`config.mk`:
```
export PLATFORM = sky130hd
export DESIGN_NAME = bsr_unit
export DESIGN_NICKNAME = d
export VERILOG_FILES = /design/src/rtl/bsr_pkg.sv /design/src/rtl/bsr_rst_sync.sv /design/src/rtl/bsr_decode.sv /design/src/rtl/bsr_shift.sv /design/src/rtl/bsr_bitop.sv /design/src/rtl/bsr_unit.sv
export SDC_FILE = /design/constraint.sdc
export NUM_CORES = 1
export LEC_CHECK = 0
export ABC_AREA = 1
export BUFFER_PORTS_ARGS = -buffer_cell sky130_fd_sc_hd__buf_2
export CORE_MARGIN = 2
export CORE_UTILIZATION = 45
export DETAILED_ROUTE_END_ITERATION = 7
export GPL_TIMING_DRIVEN = 0
export PLACE_DENSITY = 0.75
export RECOVER_POWER = 50
export REMOVE_ABC_BUFFERS = 1
export SETUP_SLACK_MARGIN = 0.05
export SLEW_MARGIN = 20
export SYNTH_ARGS = -nofsm -noshare
export SYNTH_HDL_FRONTEND = slang
export SYNTH_SLANG_ARGS = --single-unit
export TNS_END_PERCENT = 10
```
`constraint.sdc`:
```
create_clock -name clk -period 0.8 [get_ports clk]
set_clock_uncertainty 0.1 [all_clocks]
set_input_delay 0.12 -clock clk [delete_from_list [all_inputs] [get_ports clk]]
set_output_delay 0.12 -clock clk [all_outputs]
set_load 0.005 [all_outputs]
```
`src/rtl/bsr_pkg.sv`:
```
package bsr_pkg;
  localparam int OP_W   = 8;
  localparam int FLAG_W = 8;
  localparam int FLG_C  = 0;
  localparam int FLG_Z  = 6;
  localparam int FLG_S  = 7;

  typedef enum logic [1:0] {
    GRP_SHIFT = 2'b00,
    GRP_TEST  = 2'b01,
    GRP_CLR   = 2'b10,
    GRP_SET   = 2'b11
  } grp_e;

  typedef enum logic [2:0] {
    SH_RLC = 3'd0,
    SH_RRC = 3'd1,
    SH_RLT = 3'd2,
    SH_RRT = 3'd3,
    SH_SLA = 3'd4,
    SH_SRA = 3'd5,
    SH_RSV = 3'd6,
    SH_SRL = 3'd7
  } sub_e;

  typedef struct packed {
    grp_e       grp;
    logic [2:0] fld;
    logic [2:0] dst;
  } dec_t;
endpackage

```
`src/rtl/bsr_rst_sync.sv`:
```
module bsr_rst_sync #(
  parameter int STAGES = 2
) (
  input  logic clk,
  input  logic rst_n,
  output logic rst_sync_n
);
  logic [STAGES-1:0] sync_q;

  always_ff @(posedge clk or negedge rst_n) begin
    if (!rst_n) sync_q <= '0;
    else        sync_q <= {sync_q[STAGES-2:0], 1'b1};
  end

  assign rst_sync_n = sync_q[STAGES-1];
endmodule

```
`src/rtl/bsr_decode.sv`:
```
module bsr_decode
  import bsr_pkg::*;
#(
  parameter int DW = 8
) (
  input  logic [OP_W-1:0] op,
  output dec_t            dec,
  output logic [DW-1:0]   mask
);
  always_comb begin
    dec.grp = grp_e'(op[7:6]);
    dec.fld = op[5:3];
    dec.dst = op[2:0];
  end

  // one-hot bit select from the middle field
  generate
    for (genvar i = 0; i < DW; i++) begin : g_mask
      assign mask[i] = (op[5:3] == 3'(i));
    end
  endgenerate
endmodule

```
`src/rtl/bsr_shift.sv`:
```
module bsr_shift
  import bsr_pkg::*;
#(
  parameter int DW = 8
) (
  input  logic [DW-1:0] opnd,
  input  sub_e          sub,
  input  logic          cin,
  output logic [DW-1:0] res,
  output logic          cout,
  output logic          rsv
);
  localparam int MSB = DW - 1;

  always_comb begin
    res  = opnd;
    cout = cin;
    rsv  = 1'b0;
    case (sub)
      SH_RLC: begin res = {opnd[MSB-1:0], opnd[MSB]}; cout = opnd[MSB]; end
      SH_RRC: begin res = {opnd[0], opnd[MSB:1]};     cout = opnd[0];   end
      SH_RLT: begin res = {opnd[MSB-1:0], cin};       cout = opnd[MSB]; end
      SH_RRT: begin res = {cin, opnd[MSB:1]};         cout = opnd[0];   end
      SH_SLA: begin res = {opnd[MSB-1:0], 1'b0};      cout = opnd[MSB]; end
      SH_SRA: begin res = {opnd[MSB], opnd[MSB:1]};   cout = opnd[0];   end
      SH_SRL: begin res = {1'b0, opnd[MSB:1]};        cout = opnd[0];   end
      SH_RSV: rsv = 1'b1;
      default: rsv = 1'b1;
    endcase
  end
endmodule

```
`src/rtl/bsr_bitop.sv`:
```
module bsr_bitop
  import bsr_pkg::*;
#(
  parameter int DW = 8
) (
  input  logic [DW-1:0] opnd,
  input  logic [DW-1:0] mask,
  input  grp_e          grp,
  output logic [DW-1:0] res,
  output logic          hit
);
  assign hit = |(opnd & mask);

  always_comb begin
    case (grp)
      GRP_CLR: res = opnd & ~mask;
      GRP_SET: res = opnd | mask;
      default: res = opnd;
    endcase
  end
endmodule

```
`src/rtl/bsr_unit.sv`:
```
module bsr_unit
  import bsr_pkg::*;
#(
  parameter int DW = 8
) (
  input  logic              clk,
  input  logic              rst_n,
  input  logic              in_vld,
  input  logic [OP_W-1:0]   in_op,
  input  logic [DW-1:0]     in_opnd,
  input  logic [FLAG_W-1:0] in_flags,
  output logic              out_vld,
  output logic [DW-1:0]     out_res,
  output logic              out_wr,
  output logic [2:0]        out_dst,
  output logic [FLAG_W-1:0] out_flags,
  output logic              out_illegal
);
  logic            rst_i_n;
  dec_t            dec;
  logic [DW-1:0]   mask;
  logic [DW-1:0]   sh_res;
  logic            sh_cout;
  logic            sh_rsv;
  logic [DW-1:0]   bit_res;
  logic            bit_hit;

  logic [DW-1:0]     nxt_res;
  logic              nxt_wr;
  logic [FLAG_W-1:0] nxt_flags;
  logic              nxt_ill;

  logic              vld_q;
  logic [DW-1:0]     res_q;
  logic              wr_q;
  logic [2:0]        dst_q;
  logic [FLAG_W-1:0] flags_q;
  logic              ill_q;

  bsr_rst_sync #(.STAGES(2)) u_rst_sync (
    .clk       (clk),
    .rst_n     (rst_n),
    .rst_sync_n(rst_i_n)
  );

  bsr_decode #(.DW(DW)) u_decode (
    .op  (in_op),
    .dec (dec),
    .mask(mask)
  );

  bsr_shift #(.DW(DW)) u_shift (
    .opnd(in_opnd),
    .sub (sub_e'(dec.fld)),
    .cin (in_flags[FLG_C]),
    .res (sh_res),
    .cout(sh_cout),
    .rsv (sh_rsv)
  );

  bsr_bitop #(.DW(DW)) u_bitop (
    .opnd(in_opnd),
    .mask(mask),
    .grp (dec.grp),
    .res (bit_res),
    .hit (bit_hit)
  );

  // next-state selection per group
  always_comb begin
    nxt_res   = in_opnd;
    nxt_wr    = 1'b0;
    nxt_flags = in_flags;
    nxt_ill   = 1'b0;
    case (dec.grp)
      GRP_TEST: nxt_flags[FLG_Z] = ~bit_hit;
      GRP_CLR, GRP_SET: begin
        nxt_res = bit_res;
        nxt_wr  = 1'b1;
      end
      default: begin
        if (sh_rsv) begin
          nxt_ill = 1'b1;
        end else begin
          nxt_res          = sh_res;
          nxt_wr           = 1'b1;
          nxt_flags[FLG_C] = sh_cout;
          nxt_flags[FLG_Z] = ~|sh_res;
          nxt_flags[FLG_S] = sh_res[DW-1];
        end
      end
    endcase
  end

  always_ff @(posedge clk or negedge rst_i_n) begin
    if (!rst_i_n) begin
      vld_q   <= 1'b0;
      res_q   <= '0;
      wr_q    <= 1'b0;
      dst_q   <= '0;
      flags_q <= '0;
      ill_q   <= 1'b0;
    end else begin
      vld_q <= in_vld;
      if (in_vld) begin
        res_q   <= nxt_res;
        dst_q   <= dec.dst;
        flags_q <= nxt_flags;
      end
      wr_q  <= in_vld & nxt_wr;
      ill_q <= in_vld & nxt_ill;
    end
  end

  assign out_vld     = vld_q;
  assign out_res     = res_q;
  assign out_wr      = wr_q;
  assign out_dst     = dst_q;
  assign out_flags   = flags_q;
  assign out_illegal = ill_q;
endmodule

```
==> reports/results.txt <==
Outcome - complete, but fails checks
Failing checks - negative hold slack, negative setup slack
Gpl congestion - 0.904
#FFs+latches synth - 24
Mapped Cells - 215
Avg WL per Cell - 12.9 um
Largest net degree at the start of global routing - 25
Number of max-slew violations in the final report - 0
Remaining DRCs - 0
TritonCTS Sinks - 24
Die Wd - 61.4 um
Vert. Die Dim - 61.4 um
Area Growth Syn to Fin - 39.9%
Post-route cell area - 0.00207 mm2
Final WL - 4.10 mm
TritonCTS clock tree - done
Multiplexer share of the synthesized area - 0%
Startpoint Class - input pin
XOR/XNOR share of the synthesized area - 0%
Final setup viols - 35
Initial Util - 47.7%
Fin cells - 319
Final nets - 303
Critical path type - input pin to flip-flop
Synth warn - 0
Root Driver - clkbuf_4
Worst endpoint required time - 0.90 ns
Iteration-0 DRC Markers - 71
Area of the multi-input gates - 843 um2
Max-cap violation count - 0
Synth cell types - 25
Main combinational cell family by area after synthesis - simple AND/OR/NAND/NOR gates
TritonRoute pass-1 iters - 4
Layout cell share with drive strength beyond 1 - 33.5%
Pwr/cell area - 1360 mW/mm2
Syn Area/Cell - 6.88 um2
Core Area - 0.00310 mm2
Number of global-route vias before repair - 1365
# diodes - 0
Critical Path AT - 1.18 ns
First-pass GRT wire length - 6.13 mm
Power, Total - 0.00281 W
Die area - 0.00376 mm2
Synth Area in Compound Gates - 17.6%
Vias per cell - 5.19
Port bufs - 48
Sequential fraction of the synthesis area - 40.6%
Min cycle time layout - 1.08 ns
Max Buffers Root-to-Sink - 2
All-layer global routing usage - 21.7%
Total congestion overflow - 0
Placed cells - 297
IO Count - 49
Hold Violations, Final - 6
Leakage - 1.05 nW
Most common cell after layout, fill and taps aside - nand2_1
Vias - 1656
Min-Delay Path Class - input pin to flip-flop
Clk_lat worst skew - 0.30 ns
Hold Crit Start - in_op[0]
Post-detail-place hpwl - 2.80 mm
Peak Freq - 0.926 GHz
Crit path from - in_op[6]
Synth Cell Area - 0.00148 mm2
H-tree Lvls - 1
R2R setup slack - -0.01 ns
RR Startpoint - out_flags[3]$_DFFE_PN0P_
Post-synthesis adder-cell area fraction - 0%
Post-placement cell area - 0.00171 mm2
Max FO, Critical Path - 9
Clock transition at path regs - 0.12 ns
Simple-gate portion of the synthesized area - 32.9%
Filler Cell Count - 298
Final Cycle Share - 135%
Initial antenna violation count - 0
Final ANT Viol Nets - 0
CP Capture Type - flip-flop
Max VDD drop - 1.37 mV
Highest-count cells in the layout ignoring fill and taps - 76 x nand2_1, 42 x buf_2, 23 x dfrtp_1
Unrepaired setup endpoints after global routing - yes
Worst Hold Margin - -0.0848 ns
Reg area - 602 um2
Rows - 20
Final worst slack - -0.280 ns
Cts bufs inserted - 3
## state kept, by name, summed over array words and instances, names as in the netlist
name               cells
out_flags              8
out_wr                 1
out_res                8
out_illegal            1
out_vld                1
out_dst                3
u_rst_sync.sync_q      2
## cells in the mapped netlist
cell / number / share of area (%)
a21oi_1: 10 / 3.4
a21oi_2: 1 / 0.59
a22oi_1: 1 / 0.51
a31oi_1: 2 / 0.85
buf_2: 4 / 1.4
buf_4: 1 / 0.51
buf_6: 2 / 1.5
clkbuf_1: 3 / 0.76
clkinv_1: 1 / 0.25
conb_1: 1 / 0.25
dfrtp_1: 24 / 41
inv_1: 17 / 4.3
nand2_1: 80 / 20
nand2_2: 1 / 0.42
nand3_1: 10 / 3.4
nand3_2: 1 / 0.68
nand4_1: 2 / 0.85
nor2_1: 16 / 4.1
nor2_4: 2 / 1.5
nor3_1: 5 / 1.7
o211ai_1: 5 / 2.5
o21a_1: 5 / 2.5
o21ai_0: 19 / 6.4
o21ai_1: 1 / 0.34
o22ai_1: 1 / 0.42
## cell families after synthesis
group                  Yosys count
buffers and inverters           28
other                            1
AO/OA/AOI/OAI                   45
flip-flops                      24
AND/OR/NAND/NOR                117
## worst max-delay path, stage by stage
cell and delay (ns):
buf_2 0.12, clkinvlp_4 0.18, nand2_1 0.26, nor2_1 0.10, o21ai_0 0.15, nand2_1 0.06
a21oi_1 0.11, a21oi_1 0.08
## final timing paths
path	endpoint	cells after the start
hold reg to reg	out_res[7]$_DFFE_PN0P_	0
max in group asynchronous	out_res[0]$_DFFE_PN0P_	0
setup / recovery	out_flags[6]$_DFFE_PN0P_	8
hold / removal	out_dst[0]$_DFFE_PN0P_	3
setup reg to reg	out_flags[3]$_DFFE_PN0P_	3
min in group asynchronous	u_rst_sync.sync_q[0]$_DFF_PN0_	2
## metrics by stage
step | TNS (ns) | setup slack [ns] | utilization, %
after CTS | -5.81 | -0.263 | 65.1
after global routing | -8.29 | -0.309 | 66.7
after floorplan | -2.62 | -0.319 | -
after global placement | -21.53 | -0.983 | 55.2
after detailed placement | -21.34 | -0.963 | 55.2
final | -7.09 | -0.280 | 66.7
## layout make-up
class	instances	share of cell area [%]
multi-input cells	163	40.7
clock buffers	4	1.75
repair buffers	66	21.9
inverters	18	3.87
flip-flops and latches	24	29.1
well taps	44	2.66
## what timing repair did
action / 4_1_cts / 5_1_grt
hold buffers: 2 / 4
buffers inserted: 11 / 1
gates cloned: 0 / 0
endpoints found under the hold margin: 13 / 12
setup endpoints to repair: 65 / 35
gates resized for setup: 53 / 3
pin swaps: 11 / 5
## metal layers
layer | vias up | part of all wire [%] | track usage (%)
met2 | 62 | 49 | 36.5
met5 | - | 0 | 0
met1 | 771 | 42 | 28.9
met3 | 6 | 7.1 | 3.99
met4 | 0 | 1.5 | 6.08
li1 | 817 | - | -
## power breakdown
| part | switching [W] | internal, W |
|---|---|---|
| Sequential | 0.0000687 | 0.00132 |
| Clock | 0.000329 | 0.000277 |
| Combinational | 0.000441 | 0.000376 |
No activity file was read; power rests on OpenSTA's default activity.
